**config.mk**
```make
export PLATFORM = sky130hd
export DESIGN_NAME = sup_monitor_top
export DESIGN_NICKNAME = d
export VERILOG_FILES = /design/src/rtl/sup_pkg.sv /design/src/rtl/sup_edge_sync.sv /design/src/rtl/sup_reset_seq.sv /design/src/rtl/sup_wdog.sv /design/src/rtl/sup_monitor_top.sv
export SDC_FILE = /design/constraint.sdc
export NUM_CORES = 1
export LEC_CHECK = 0
export ABC_AREA = 1
export BUFFER_PORTS_ARGS = -buffer_cell sky130_fd_sc_hd__buf_2
export CORE_UTILIZATION = 40
export DETAILED_ROUTE_END_ITERATION = 10
export SYNTH_ARGS = -nofsm -noshare
export SYNTH_HDL_FRONTEND = slang
export SYNTH_SLANG_ARGS = --single-unit
```
**constraint.sdc**
```tcl
create_clock -name clk_i -period 7.45 [get_ports clk_i]
set_input_delay 0.745 -clock clk_i [delete_from_list [all_inputs] [get_ports clk_i]]
set_output_delay 0.745 -clock clk_i [all_outputs]
set_load 0.05 [all_outputs]
```
**src/rtl/sup_pkg.sv**
```systemverilog
package sup_pkg;

    typedef enum logic [1:0] {
        RS_DOWN = 2'd0,
        RS_HOLD = 2'd1,
        RS_RUN  = 2'd2
    } rst_state_e;

    typedef enum logic [1:0] {
        WD_HELD = 2'd0,
        WD_RUN  = 2'd1,
        WD_TRIP = 2'd2
    } wd_state_e;

endpackage

```
**src/rtl/sup_edge_sync.sv**
```systemverilog
module sup_edge_sync #(
    parameter int SYNC_N = 2
) (
    input  logic clk_i,
    input  logic rst_ni,
    input  logic wdi_i,
    output logic svc_o
);
    // stages 0..SYNC_N-1 synchronise, stage SYNC_N keeps the previous value
    logic [SYNC_N:0] stage_q;

    always_ff @(posedge clk_i or negedge rst_ni) begin
        if (!rst_ni) stage_q[0] <= 1'b0;
        else         stage_q[0] <= wdi_i;
    end

    for (genvar g = 1; g <= SYNC_N; g++) begin : g_chain
        always_ff @(posedge clk_i or negedge rst_ni) begin
            if (!rst_ni) stage_q[g] <= 1'b0;
            else         stage_q[g] <= stage_q[g-1];
        end
    end

    assign svc_o = stage_q[SYNC_N-1] ^ stage_q[SYNC_N];

    if (SYNC_N == 2) begin : g_chk
        // a pulse only follows a real change of the input, either polarity
        a_r4_edge_from_input: assert property (@(posedge clk_i) disable iff (!rst_ni)
            svc_o |-> ($past(wdi_i, 2) != $past(wdi_i, 3)));
    end
endmodule

```
**src/rtl/sup_reset_seq.sv**
```systemverilog
module sup_reset_seq
    import sup_pkg::*;
#(
    parameter int HOLD_W = 16
) (
    input  logic              clk_i,
    input  logic              rst_ni,
    input  logic              supply_ok_i,
    input  logic [HOLD_W-1:0] hold_len_i,
    output logic              rst_run_o
);
    localparam int CW = HOLD_W + 1;

    rst_state_e        state_q, state_d;
    logic [HOLD_W-1:0] cnt_q, cnt_d;
    logic [HOLD_W-1:0] hold_eff;
    logic              reach;

    assign hold_eff = (hold_len_i == '0) ? HOLD_W'(1) : hold_len_i;
    assign reach    = ({1'b0, cnt_q} + CW'(1)) >= {1'b0, hold_eff};

    always_comb begin
        state_d = state_q;
        cnt_d   = '0;
        if (!supply_ok_i) begin
            state_d = RS_DOWN;                      // power-lost
        end else begin
            unique case (state_q)
                RS_DOWN: begin
                    state_d = reach ? RS_RUN : RS_HOLD; // power-good / hold-done
                    cnt_d   = HOLD_W'(1);
                end
                RS_HOLD: begin
                    state_d = reach ? RS_RUN : RS_HOLD; // hold-done
                    cnt_d   = cnt_q + HOLD_W'(1);
                end
                RS_RUN:  state_d = RS_RUN;
                default: state_d = RS_DOWN;
            endcase
        end
    end

    always_ff @(posedge clk_i or negedge rst_ni) begin
        if (!rst_ni) begin
            state_q <= RS_DOWN;
            cnt_q   <= '0;
        end else begin
            state_q <= state_d;
            cnt_q   <= cnt_d;
        end
    end

    always_comb begin
        rst_run_o = (state_q == RS_RUN);
    end

    // a bad supply sample clears the hold progress
    a_r3_hold_restart: assert property (@(posedge clk_i) disable iff (!rst_ni)
        !supply_ok_i |=> (cnt_q == '0 && state_q == RS_DOWN));
    // release only happens after at least one good sample
    a_r2_release_on_good: assert property (@(posedge clk_i) disable iff (!rst_ni)
        $rose(rst_run_o) |-> $past(supply_ok_i));
endmodule

```
**src/rtl/sup_wdog.sv**
```systemverilog
module sup_wdog
    import sup_pkg::*;
#(
    parameter int PRE_W = 12,
    parameter int WD_W  = 8
) (
    input  logic             clk_i,
    input  logic             rst_ni,
    input  logic             rst_act_i,
    input  logic             svc_i,
    input  logic [PRE_W-1:0] prescale_i,
    output logic             wdo_no
);
    localparam logic [WD_W-1:0] WD_FULL = {WD_W{1'b1}};

    wd_state_e         state_q, state_d;
    logic [PRE_W-1:0]  pre_q;
    logic [WD_W-1:0]   wd_q;
    logic [PRE_W-1:0]  pre_eff;
    logic              tick;

    assign pre_eff = (prescale_i == '0) ? PRE_W'(1) : prescale_i;
    assign tick    = (pre_q == pre_eff - PRE_W'(1));

    always_ff @(posedge clk_i or negedge rst_ni) begin
        if (!rst_ni) begin
            pre_q <= '0;
            wd_q  <= '0;
        end else if (rst_act_i || svc_i) begin
            pre_q <= '0;
            wd_q  <= '0;
        end else if (tick) begin
            pre_q <= '0;
            wd_q  <= wd_q + WD_W'(1);
        end else begin
            pre_q <= pre_q + PRE_W'(1);
        end
    end

    always_comb begin
        state_d = state_q;
        if (rst_act_i) begin
            state_d = WD_HELD;                          // reset-seen
        end else begin
            unique case (state_q)
                WD_HELD: state_d = WD_RUN;              // released
                WD_RUN: begin
                    if (svc_i)                      state_d = WD_RUN;  // service
                    else if (tick && wd_q == WD_FULL) state_d = WD_TRIP; // expiry
                end
                WD_TRIP: if (svc_i) state_d = WD_RUN;   // service
                default: state_d = WD_HELD;
            endcase
        end
    end

    always_ff @(posedge clk_i or negedge rst_ni) begin
        if (!rst_ni) state_q <= WD_HELD;
        else         state_q <= state_d;
    end

    always_comb begin
        wdo_no = !((state_q == WD_TRIP) && !rst_act_i);
    end

    // counters sit at zero after any cycle with reset active
    a_r7_counters_held: assert property (@(posedge clk_i) disable iff (!rst_ni)
        rst_act_i |=> (pre_q == '0 && wd_q == '0));
    // expiry only from a completed period
    a_r5_trip_at_full: assert property (@(posedge clk_i) disable iff (!rst_ni)
        $rose(state_q == WD_TRIP) |-> ($past(wd_q) == WD_FULL && $past(tick)));
    // a service outside reset restarts the period
    a_r4_service_restarts: assert property (@(posedge clk_i) disable iff (!rst_ni)
        (svc_i && !rst_act_i) |=> (wd_q == '0 && pre_q == '0 && state_q == WD_RUN));
endmodule

```
**src/rtl/sup_monitor_top.sv**
```systemverilog
module sup_monitor_top #(
    parameter int HOLD_W = 16,
    parameter int PRE_W  = 12,
    parameter int SYNC_N = 2
) (
    input  logic              clk_i,
    input  logic              rst_ni,
    input  logic              supply_ok_i,
    input  logic              wdi_i,
    input  logic [HOLD_W-1:0] hold_len_i,
    input  logic [PRE_W-1:0]  wd_prescale_i,
    output logic              rst_no,
    output logic              wdo_no
);
    localparam int WD_W = 8;

    logic svc;
    logic rst_run;

    sup_edge_sync #(.SYNC_N(SYNC_N)) u_sync (
        .clk_i  (clk_i),
        .rst_ni (rst_ni),
        .wdi_i  (wdi_i),
        .svc_o  (svc)
    );

    sup_reset_seq #(.HOLD_W(HOLD_W)) u_rseq (
        .clk_i       (clk_i),
        .rst_ni      (rst_ni),
        .supply_ok_i (supply_ok_i),
        .hold_len_i  (hold_len_i),
        .rst_run_o   (rst_run)
    );

    sup_wdog #(.PRE_W(PRE_W), .WD_W(WD_W)) u_wdog (
        .clk_i      (clk_i),
        .rst_ni     (rst_ni),
        .rst_act_i  (!rst_run),
        .svc_i      (svc),
        .prescale_i (wd_prescale_i),
        .wdo_no     (wdo_no)
    );

    assign rst_no = rst_run;

    // bad supply sample gives reset in the next cycle
    a_r1_supply_bad: assert property (@(posedge clk_i) disable iff (!rst_ni)
        !supply_ok_i |=> !rst_no);
    // watchdog output high whenever reset is active
    a_r7_wdo_high_in_reset: assert property (@(posedge clk_i) disable iff (!rst_ni)
        !rst_no |-> wdo_no);
    // a latched expiry holds without service or supply loss
    a_r6_trip_holds: assert property (@(posedge clk_i) disable iff (!rst_ni)
        (rst_no && !wdo_no && !svc && supply_ok_i) |=> !wdo_no);
    // initialisation state
    a_r9_init_state: assert property (@(posedge clk_i)
        !rst_ni |-> (!rst_no && wdo_no));
endmodule

```
# Word-level counts from Yosys, hierarchy flattened
# Cells that the tools add are included.
# W data, S select, Z words.
dict set report totals {
  ff_bits 43
  in_bits 32
  output_inout_bits 2
  wordCells 51
}
dict set report classes {
  addsub 5
  magnitude_cmp 1
  n_eq_ne 8
  muxes 16
  bitwise_logic 1
  reduce_logical 12
}
# operator count
set ops {}
lappend ops {{$mux W12} 3}
lappend ops {{$mux W16} 2}
lappend ops {{$pmux W16 S2} 1}
lappend ops {{$add A16 B1 Y17 const B} 1}
lappend ops {{$ge A17 B16 Y1} 1}
lappend ops {{$add A16 B1 Y16 const B} 1}
lappend ops {{$logic_not A16 Y1} 1}
lappend ops {{$mux W8} 2}
lappend ops {{$add A12 B1 Y12 const B} 1}
lappend ops {{$eq A12 B12 Y1} 1}
lappend ops {{$logic_not A12 Y1} 1}
lappend ops {{$mux W2} 6}
lappend ops {{$sub A12 B1 Y12 const B} 1}
lappend ops {{$add A8 B1 Y8 const B} 1}
lappend ops {{$eq A8 B8 Y1 const B} 1}
lappend ops {{$pmux W2 S3} 1}
lappend ops {{$eq A2 B1 Y1 const B} 2}
lappend ops {{$eq A2 B2 Y1 const B} 2}
lappend ops {{$logic_not A2 Y1} 2}
lappend ops {{$ne A4 B2 Y1 const B} 1}
lappend ops {{$pmux W2 S2} 1}
lappend ops {{$ne A3 B2 Y1 const B} 1}
lappend ops {{$logic_and A1 B1 Y1} 2}
lappend ops {{$logic_not A1 Y1} 2}
lappend ops {{other kinds (5)} 5}

# Logic depth before layout (Yosys ltp)
# Gate-level depths: netlist of the first run.
dict set report depth {
  word_depth 9
  depth_mapped 22
  ltp_nobuf 22
}

# Hierarchy
# From an unflattened synthesis of the first run, not the netlist that was laid out.
dict set report unflattened {
  hier_cells 456
  area_unflattened_um2 3290.7
}
# module instances cells_per_inst area_each_um2 seq_area_each_um2
set modules_own_cells {}
lappend modules_own_cells {sup_wdog 1 241 1727.9 550.5}
lappend modules_own_cells {sup_reset_seq 1 206 1465.2 450.4}
lappend modules_own_cells {sup_edge_sync 1 8 93.8 75.1}
lappend modules_own_cells {sup_monitor_top 1 1 3.8 0.0}

# Least setup slack after synthesis of the first run
# OpenSTA, ideal clock, no wires.
dict set report synth_timing {
  path_kind {input-to-reg}
  start {input port wd_prescale_i[9]}
  end {register u_wdog.pre_q[2]}
  setup_ns 0.121
  t_arrival_ns 2.489
  t_required_ns 7.329
  setup_slack_ns 4.840
  path_stages 18
  path_buffers 1
  cell_sequence {nor2_2 > nand2_1 > nor2_4 > a21oi_1 > ha_1 > inv_1 > nand2_1 > nand2_1 > nand2_1 > nand2_1 > nand3_1 > nor2_2 > nand3_2 > nor2_4 > nand4_4 > nand2_4 > buf_12 > nor2_2}
}
dict set report synth_via {
  elab_chain_len 6
}
# item line
set synth_lines {}
lappend synth_lines {{start: declaration} sup_monitor_top.sv:11} ;# input logic [PRE_W-1:0] wd_prescale_i,
lappend synth_lines {{$logic_not A12 Y1} sup_wdog.sv:22} ;# assign pre_eff = (prescale_i == '0) ? PRE_W'(1) : prescale_i;
lappend synth_lines {{$mux W12 *} sup_wdog.sv:22}
lappend synth_lines {{$sub A12 B1 Y12 *} sup_wdog.sv:23} ;# assign tick = (pre_q == pre_eff - PRE_W'(1));
lappend synth_lines {{$eq A12 B12 Y1 *} sup_wdog.sv:23}
lappend synth_lines {{$mux W12 *} sup_wdog.sv:32} ;# end else if (tick) begin
lappend synth_lines {{$mux W12 *} sup_wdog.sv:29} ;# end else if (rst_act_i || svc_i) begin
lappend synth_lines {{end signal: assignment} sup_wdog.sv:36} ;# pre_q <= pre_q + PRE_W'(1);
lappend synth_lines {{end: declaration} sup_wdog.sv:17} ;# logic [PRE_W-1:0] pre_q;
# Every way passes the cells marked *; elsewhere a longest branch is shown, timed or not.
# A chain may end at the register's enable or synchronous reset.

# Worst setup path in the final report of the first run
dict set report layout_timing {
  start {register u_rseq.cnt_q[0]}
  end {register u_rseq.state_q[0]}
}
dict set report layout_via {
  elab_chain_len 5
}
# item line
set layout_lines {}
lappend layout_lines {{start: declaration} sup_reset_seq.sv:15} ;# logic [HOLD_W-1:0] cnt_q, cnt_d;
lappend layout_lines {{start signal: assignment} sup_reset_seq.sv:49} ;# cnt_q <= cnt_d;
lappend layout_lines {{$add A16 B1 Y17} sup_reset_seq.sv:20} ;# assign reach = ({1'b0, cnt_q} + CW'(1)) >= {1'b0, hold_eff};
lappend layout_lines {{$ge A17 B16 Y1} sup_reset_seq.sv:20}
lappend layout_lines {{$mux W2} {sup_reset_seq.sv:30, sup_reset_seq.sv:34}}
lappend layout_lines {{$pmux W2 S2} sup_reset_seq.sv:28} ;# unique case (state_q)
lappend layout_lines {{$mux W2} sup_reset_seq.sv:25} ;# if (!supply_ok_i) begin
lappend layout_lines {{via u_rseq.state_d[0]} sup_reset_seq.sv:14} ;# rst_state_e state_q, state_d;
lappend layout_lines {{end signal: assignment} sup_reset_seq.sv:48} ;# state_q <= state_d;
lappend layout_lines {{end: declaration} sup_reset_seq.sv:14}
# The timed path passes the listed nets, and every way through them passes these cells.

==> impl_metrics.toml, run 1 <==
[status]
status = "finished clean"

[placement]
gp_congestion = 0.814
dp_hpwl_mm = 4.84
io_buffers = 33

[timing]
fin_crit_ns = 2.79
tns_ns = 0
fin_crit_sh_pct = 37.5
setup_viol = 0
max_freq_mhz = 358
rsz0062_at_grt = "no"
fin_skew_ns = 0.0136
tightest_slew_ns = 0.943
fin_hold_ws_ns = 0.355
hold_viol_final = 0
max_slew_margin_pct = 37.1
final_max_slew_viol_count = 0

[synthesis]
synth.avg_cell_area_um2 = 7.29
post_synth_fa_ha_maj_area_fraction_pct = 8.05
yosysTopAreaCellShare_pct = 34.6
synth_edf_count = 0
ys_seq_area_share_pct = 34.6
async_flop_share_pct = 100
synth_area_um2 = 3110
yosys.cell_count.top_type = "nand2_1"
synth.distinct_cells = 34
ys_top_cells_by_area = "dfrtp_1 (35%), nand2_1 (11%), inv_1 (8.5%), ha_1 (8.1%), nor2_1 (6.5%)"
synthXorXnorAreaFrac_pct = 7.61
synth_flop_cell = "dfrtp_1"
syn_inst = 426
synth.largest_area_cell = "dfrtp_1"
synthSimpleGateAreaFrac_pct = 34.5
synth-seq-cells = 43
synth_mux_area_share_pct = 0
synth_top_family_by_area = "simple AND/OR/NAND/NOR gates"
ys_top_cells_by_count = "nand2_1 (95), inv_1 (70), nor2_1 (54)"
synth_compound_area_share_pct = 5.48
ys.warnings.count = 0
syn_nets = 478

[cells_and_area]
drive_gt1_share_pct = 15.1
nNetsFinal = 515
diodes = 0
syn_to_final_growth_pct = 11.2

[global_route]
grt_pass1_vias = 2579
antenna_found_initial = 0
grt_first_pass_wirelength_mm = 10.9
track_usage_pct = 16.5
grt_max_degree = 44
grt_overflow = 0

[die]
die_width_um = 90.1
dieArea_um2 = 8120
rows = 31
start_util_pct = 42.2
ios = 34
die_y_um = 90.1
core_area_um2 = 7370

[routing]
viasPerCell = 4.77
wl_per_cell_um = 10.7
wl_met1_mm = 2.96
first_pass_iters = 5
antenna_left = 0
wirelength_mm = 6.03
drc = 0
dr_wl_met3_um = 168
drtIter0Drc = 85
vias = 2687
wl_met2_mm = 2.82
topRoutingLayerUsed = "met4"

[critical_path]
cp-startpoint = "u_rseq.cnt_q[0]$_DFF_PN0_"
r2r_start = "u_rseq.cnt_q[0]$_DFF_PN0_"
arrival_ns = 3.03
start_kind = "flop"
reg2regPathDepth = 22
critPathMaxFanout = 4
required_ns = 7.69
crit_path_end_kind = "flop"
timing.rr.end = "u_rseq.state_q[0]$_DFF_PN0_"
rrSetupSlack_ns = 4.66
crit_type = "reg2reg"

[clock_network]
ctsResizeCount = 0
cts_tree = "yes"
clk_pin_slew_worst_paths_ns = 0.08
htreeDepth = 2
numClockSinks = 43
cts-root-buf = "clkbuf_8"
ctsHoldBuffers = 0
postCtsSetupBuffers = 0
numCtsBuffers = 5
clock_path_buffers = 2
worstSkewPairLatency_ns = 0.30

[pwr]
ir_drop_mv = 0.0626
p_total_uw = 428
p_per_area_nw_per_um2 = 124
leakagePower_nw = 1.87

[worst_hold_path]
whs_path_depth = 0
holdCritPathClass = "reg2reg"
hp-start = "u_sync.stage_q[0]$_DFF_PN0_"
hold_end = "u_sync.stage_q[1]$_DFF_PN0_"

[flow_run]
maxCapViolCount = 0
## metal layers
metal  global-route usage [%]  vias up
li1                         -     1413
met1                     20.5     1225
met2                     28.8       43
met3                     2.79        6
met4                     5.78        0
met5                        0        -
## through the flow
stage | util (%) | instances | setup slack [ns] | area (um^2)
2_1_floorplan | - | 426 | 4.84 | 3110
3_3_place_gp | 45.7 | 555 | 4.41 | 3370
3_5_place_dp | 45.7 | 555 | 4.39 | 3370
4_1_cts | 46.9 | 563 | 4.63 | 3450
5_1_grt | 46.9 | 563 | 4.19 | 3450
6_report | 46.9 | 563 | 4.66 | 3450
## cell type report
type                    instances  area [um^2]
clock buffers                   6         72.6
repair buffers                 33          165
multi-input cells             307         1730
inverters                      73          274
flip-flops and latches         43         1080
fillers                       763         3920
clock inverters                 2         12.5
well taps                      99          124
## worst max-delay path by stage
stage                                  endpoint  slack, ns  cells past startpoint
floorplan             u_wdog.pre_q[2]$_DFF_PN0_       4.84                     18
global placement     u_wdog.wd_q[6]$_DFFE_PN0P_       4.41                     16
detailed placement   u_wdog.wd_q[0]$_DFFE_PN0P_       4.39                     16
CTS                 u_rseq.state_q[0]$_DFF_PN0_       4.63                     17
global route        u_rseq.state_q[0]$_DFF_PN0_       4.19                     17
finish              u_rseq.state_q[0]$_DFF_PN0_       4.66                     22
## layout by cell type, fill, tap and decap left out, drive strengths merged
master,count
nor4,4
inv,72
a41o,1
xnor2,5
clkbuf,6
nor2,71
nor3,4
clkinv,2
o21ai,11
o21bai,2
buf,33
nand4,7
nand2,100
a31oi,1
o31ai,1
or2,2
nand3b,4
ha,20
dfrtp,43
xor2,22
a31o,1
o211ai,1
clkinvlp,1
a211oi,2
nand3,38
a21oi,9
nor3b,1
## registers in the layout (all words and copies together) (netlist names)
signal,flops
u_rseq.state_q,2
u_rseq.cnt_q,16
u_wdog.pre_q,12
u_sync.stage_q,3
u_wdog.wd_q,8
u_wdog.state_q,2
## cell families (layout without fill, tap and decap cells)
group	after synthesis	in the layout
xor+xnor	27	27
flops	43	43
buf+inv	76	114
fa+ha+maj	20	20
simple gates	231	231
compound gates	29	29
## critical path, stage by stage (launching register included)
cell and delay (ns):
dfrtp_1 0.40, ha_1 0.18, nand2_1 0.07, inv_1 0.09
nand3_1 0.09, nor2_1 0.16, nand3_1 0.11, nor2_1 0.13
nand2_1 0.10, nor2_1 0.17, nand2_1 0.09, nand2_1 0.11
inv_1 0.06, ha_1 0.32, nand2_1 0.08, nor2_1 0.04
a211oi_1 0.17, nand2_1 0.08, nand2_1 0.05, nand2_1 0.04
nand2_1 0.07, nand2_1 0.05, nor2_1 0.08
## report_power, final
part | total, mW | leakage (nW) | switching [mW] | internal [mW]
Sequential | 0.236 | 0.589 | 0.00125 | 0.235
Clock | 0.146 | 0.0412 | 0.0804 | 0.0655
Combinational | 0.0462 | 1.24 | 0.0288 | 0.0174
Total | 0.428 | 1.87 | 0.110 | 0.318
(Power assumes the default switching activity.)
==> run 2, diff against run 1 <==
Clock period 7.45 ns to 2.6 ns, I/O delays scaled along.
==> impl_metrics.toml, run 2 (synthesis gave the netlist of run 1 again) <==
[cells_and_area]
syn_to_final_growth_pct = 20.8
largest_reg_flops = 16
largestRegisters = "u_rseq.cnt_q: 16 flops, u_wdog.pre_q: 12 flops, u_wdog.wd_q: 8 flops"
layout.cells.most_common_list = "nand2_1 (88), inv_1 (66), nor2_1 (48)"
drive_gt1_share_pct = 24.6
design_area_um2 = 3750
diodes = 0
fin_util_pct = 50.9
nNetsFinal = 534
top_register = "u_rseq.cnt_q"
final_common_cell = "nand2_1"

[timing]
max_freq_mhz = 394
finalWorstSetupSlack_ns = 0.0614
fin_crit_ns = 2.54
hold_viol_final = 0
setup_viol = 0
rsz0062_at_grt = "yes"
fin_crit_sh_pct = 97.6
final_max_slew_viol_count = 0
fin_skew_ns = 0.00808
tns_ns = 0
tightest_slew_ns = 0.953
max_slew_margin_pct = 36.5

[pwr]
swShare_pct = 25.9
clockPowerShare_pct = 33.7
p_total_mw = 1.24
ir_drop_mv = 0.187
p_int_uw = 918
p_comb_share_pct = 11.7
p_per_area_nw_per_um2 = 330
seqPwrFrac_pct = 54.6
switchingPower_uw = 321
leakagePower_nw = 1.98

[die]
die_y_um = 90.1
rows = 31
dieArea_um2 = 8120
die_width_um = 90.1
ios = 34
core_area_um2 = 7370
start_util_pct = 42.2

[flow_run]
maxCapViolCount = 0

[placement]
pre_cts_ws_ns = -0.148
placed_area_um2 = 3470
gp_congestion = 0.838
io_buffers = 33
dp_hpwl_mm = 4.83

[global_route]
grt_first_pass_wirelength_mm = 10.7
antenna_found_initial = 0
grt_pass1_vias = 2508
grt_overflow = 0
track_usage_pct = 16.2
grt_max_degree = 44

[clock_network]
ctsHoldBuffers = 0
clk_pin_slew_worst_paths_ns = 0.08
htreeDepth = 2
numClockSinks = 43
clock_path_buffers = 2
cts-root-buf = "clkbuf_8"
worstSkewPairLatency_ns = 0.29
numCtsBuffers = 5
cts_tree = "yes"

[critical_path]
required_ns = 2.79
crit_path_end_kind = "flop"
crit_type = "reg2reg"
cpLargestDelayFamily = "simple AND/OR/NAND/NOR gates"
cp_slowest_cell = "dfrtp_1"
crit_path_max_incr_delay_ns = 0.38
cp.depth = 17
critPathBufInv = 3
critPathMaxFanout = 3
start_kind = "flop"
reg2regPathDepth = 17
arrival_ns = 2.73
path_cells = "nand3_1, nor3_2, nand3_1, nor2_2, nand2_1, nor2_2, inv_1, o21ai_2, inv_1, ha_1, nand2_2, inv_2, nand3_2, o31ai_2, a31oi_1, nand2_1, nor2_1"

[routing]
antenna_left = 0
wl_per_cell_um = 11.0
wirelength_mm = 6.39
vias = 2734
viasPerCell = 4.70
drtIter0Drc = 140
drc = 0
first_pass_iters = 4

[status]
status = "finished clean"

[worst_hold_path]
holdCritPathClass = "in2reg"
whs_path_depth = 1
## run 2: per-stage QoR
| stage | hold WS (ns) | std cells |
|---|---|---|
| final | 0.0709 | 582 |
| after global routing | 0.0590 | 582 |
| after CTS | 0.0591 | 580 |
| after detailed placement | 0.339 | 569 |
| after global placement | 0.334 | 569 |
| after floorplan | -0.0356 | 426 |
## run 2: layer usage
metal  vias up  share of wire, %  global-route usage, %
met1      1244                49                   20.3
met4         0              0.94                   4.84
met3         4               2.2                   2.28
met2        35                48                   28.6
li1       1451                 -                      -
met5         -                 0                      0
## run 2: timing repair
item                                    in CTS  in global routing
endpoints found under the setup margin       2                  2
setup buffers                                3                  2
pin swaps                                   12                 11
resized for setup                           17                 23
## run 2: layout make-up
| class | instances | area (um^2) |
|---|---|---|
| Timing Repair Buffer | 52 | 308 |
| Sequential cell | 43 | 1080 |
| Tap cell | 99 | 124 |
| Multi-Input combinational cell | 307 | 1890 |
| Clock buffer | 6 | 72.6 |
| Clock inverter | 2 | 12.5 |
| Fill cell | 737 | 3620 |
| Inverter | 73 | 274 |
## run 2: path summary, 6_finish.rpt
| check | from | end | slack [ns] |
|---|---|---|---|
| setup / recovery | u_rseq.cnt_q[2]$_DFF_PN0_ | u_rseq.state_q[0]$_DFF_PN0_ | 0.06 |
| hold / removal | wdi_i | u_sync.stage_q[0]$_DFF_PN0_ | 0.07 |
| setup reg to reg | u_rseq.cnt_q[2]$_DFF_PN0_ | u_rseq.state_q[0]$_DFF_PN0_ | 0.06 |
| hold reg to reg | u_sync.stage_q[0]$_DFF_PN0_ | u_sync.stage_q[1]$_DFF_PN0_ | 0.35 |
| max in group asynchronous | rst_ni | u_sync.stage_q[2]$_DFF_PN0_ | 1.90 |
| min in group asynchronous | rst_ni | u_wdog.pre_q[0]$_DFF_PN0_ | 0.11 |
## run 2: worst reg2reg max path: stages (launching register included)
cell and delay (ns):
dfrtp_1 0.38, nand3_1 0.12, nor3_2 0.25, nand3_1 0.15, nor2_2 0.13, nand2_1 0.10, nor2_2 0.11, inv_1 0.08
o21ai_2 0.16, inv_1 0.06, ha_1 0.29, nand2_2 0.06, inv_2 0.06, nand3_2 0.06, o31ai_2 0.21, a31oi_1 0.08
nand2_1 0.09, nor2_1 0.04
## run 2: power by group through the flow
stage          clock [mW]  sequential [mW]  combinational [mW]
6_report            0.418            0.676               0.145
5_1_grt             0.459            0.678               0.167
4_1_cts             0.431            0.677               0.142
3_5_place_dp            0            0.690               0.139
3_3_place_gp            0            0.690               0.137
2_1_floorplan           0            0.690              0.0736
==> run 3, diff against run 2 <==
Settings changed: CTS_BUF_LIST set to sky130_fd_sc_hd__clkbuf_16.
==> impl_metrics.toml, run 3 (synthesis gave the netlist of run 1 again) <==
[status]
status = "finished clean"

[routing]
drc = 0
drtIter0Drc = 87
wirelength_mm = 6.48
first_pass_iters = 4
wl_per_cell_um = 11.0
vias = 2750
antenna_left = 0
viasPerCell = 4.68

[critical_path]
reg2regPathDepth = 21
r2r_start = "u_rseq.cnt_q[0]$_DFF_PN0_"
cp-startpoint = "u_rseq.cnt_q[0]$_DFF_PN0_"
critPathMaxFanout = 3
crit_type = "reg2reg"
arrival_ns = 2.69
rrSetupSlack_ns = 0.09
required_ns = 2.78
worstSetupEndpoint = "u_rseq.state_q[0]$_DFF_PN0_"
start_kind = "flop"
crit_path_end_kind = "flop"
timing.rr.end = "u_rseq.state_q[0]$_DFF_PN0_"
path_cells = "ha_2, nand2_2, inv_2, nand3_4, nor2_4, nand3_4, nor2_4, nand2_4, nor2_4, nand2_2, nand2_2, inv_2, ha_4, nand4_1, o21bai_1, nand2_1, nand2_1, nand2_1, nand2_2, nand2_1, nor2_1"
cp_slowest_cell = "dfrtp_1"
crit_path_max_incr_delay_ns = 0.37

[timing]
max_freq_mhz = 399
max_slew_margin_pct = 36.9
hold_viol_final = 0
rsz0062_at_grt = "yes"
fin_skew_ns = 0.00513
tightest_slew_ns = 0.947
final_max_slew_viol_count = 0
fin_crit_ns = 2.51
fin_crit_sh_pct = 96.5
setup_viol = 0

[placement]
io_buffers = 33
gp_congestion = 0.838
dp_hpwl_mm = 4.83

[clock_network]
clock_path_buffers = 2
numCtsBuffers = 5
htreeDepth = 2
ctsHoldBuffers = 0
worstSkewPairLatency_ns = 0.29
numClockSinks = 43
cts_tree = "yes"
cts-root-buf = "clkbuf_16"
clk_pin_slew_worst_paths_ns = 0.06

[global_route]
grt_first_pass_wirelength_mm = 10.7
antenna_found_initial = 0
grt_pass1_vias = 2497
grt_overflow = 0
track_usage_pct = 16.4
grt_max_degree = 44

[pwr]
leakagePower_nw = 2.02
switchingPower_uw = 346
clockPowerShare_pct = 42.4
p_per_area_nw_per_um2 = 371
p_comb_share_pct = 10.1
ir_drop_mv = 0.230
p_int_mw = 1.08
seqPwrFrac_pct = 47.5
swShare_pct = 24.2
p_total_mw = 1.43

[cells_and_area]
diodes = 0
largest_reg_flops = 16
fin_util_pct = 52.2
drive_gt1_share_pct = 25.6
nNetsFinal = 539
largestRegisters = "u_rseq.cnt_q: 16 flops, u_wdog.pre_q: 12 flops, u_wdog.wd_q: 8 flops"
final_common_cell = "nand2_1"
top_register = "u_rseq.cnt_q"
syn_to_final_growth_pct = 23.9
layout.cells.most_common_list = "nand2_1 (88), inv_1 (67), nor2_1 (48)"

[die]
core_area_um2 = 7370
die_width_um = 90.1
die_y_um = 90.1
rows = 31
ios = 34
dieArea_um2 = 8120
start_util_pct = 42.2

[flow_run]
maxCapViolCount = 0

[worst_hold_path]
holdCritPathClass = "in2reg"
hp-start = "wdi_i"
==> run 3: changes by cell type in the layout (fill, tap and decap cells not counted), sizes merged <==
cell,delta
buf,+5
clkbuf,-1
inv,+1
==> run 3: worst min-delay path by stage <==
stage | slack [ns] | end | cells after the start
3_3_place_gp | 0.33 | u_sync.stage_q[1]$_DFF_PN0_ | 0
5_1_grt | 0.07 | u_sync.stage_q[0]$_DFF_PN0_ | 1
4_1_cts | 0.07 | u_sync.stage_q[0]$_DFF_PN0_ | 1
3_5_place_dp | 0.34 | u_sync.stage_q[1]$_DFF_PN0_ | 0
2_1_floorplan | -0.04 | u_rseq.cnt_q[0]$_DFF_PN0_ | 0
6_report | 0.08 | u_sync.stage_q[0]$_DFF_PN0_ | 1
==> run 3: metrics by stage <==
stage / hold slack (ns) / instances / TNS [ns] / instance area, um^2 / worst slack (ns)
4_1_cts: 0.0727 / 581 / 0 / 3690 / 0.000747
5_1_grt: 0.0725 / 587 / -0.257 / 3850 / -0.157
6_report: 0.0773 / 587 / 0 / 3850 / 0.0920
3_5_place_dp: 0.339 / 569 / -0.275 / 3470 / -0.148
3_3_place_gp: 0.334 / 569 / -0.0458 / 3470 / -0.0301
2_1_floorplan: -0.0356 / 426 / 0 / 3110 / 0.0973
==> run 3: what timing repair did <==
item                                    4_1_cts  5_1_grt
gates resized for setup                      14       27
hold endpoints to repair                      0        0
endpoints found under the setup margin        2        2
setup buffers                                 4        6
pin swaps                                     8       14
==> run 3: area by class of cell <==
cell class / instances / area [um^2]
Timing Repair Buffer: 57 / 345
Inverter: 73 / 274
Multi-Input combinational cell: 307 / 1890
Tap cell: 99 / 124
Clock buffer: 5 / 125
Sequential cell: 43 / 1080
Fill cell: 732 / 3520
Clock inverter: 3 / 16.3
==> run 3: power by group through the flow <==
stage               Clock, mW  Sequential, mW  Combinational (mW)
floorplan                   0           0.690              0.0736
global placement            0           0.690               0.137
detailed placement          0           0.690               0.139
CTS                     0.620           0.678               0.140
global route            0.645           0.678               0.167
finish                  0.605           0.678               0.145
==> run 3: per-layer routing <==
metal	track usage, %	vias up	wire, um
li1	-	1460	-
met1	20.3	1248	3060
met2	28.2	37	3160
met3	3.30	5	172
met4	5.51	0	81
met5	0	-	0
==> run 3: critical path: cells and delay by family (launching register included) <==
family	cells	cell delay, ns
and+or+nand+nor	16	1.28
adders and majority gates	2	0.46
AOI/OAI and AO/OA	1	0.19
DFF	1	0.37
buffers and inverters	2	0.12
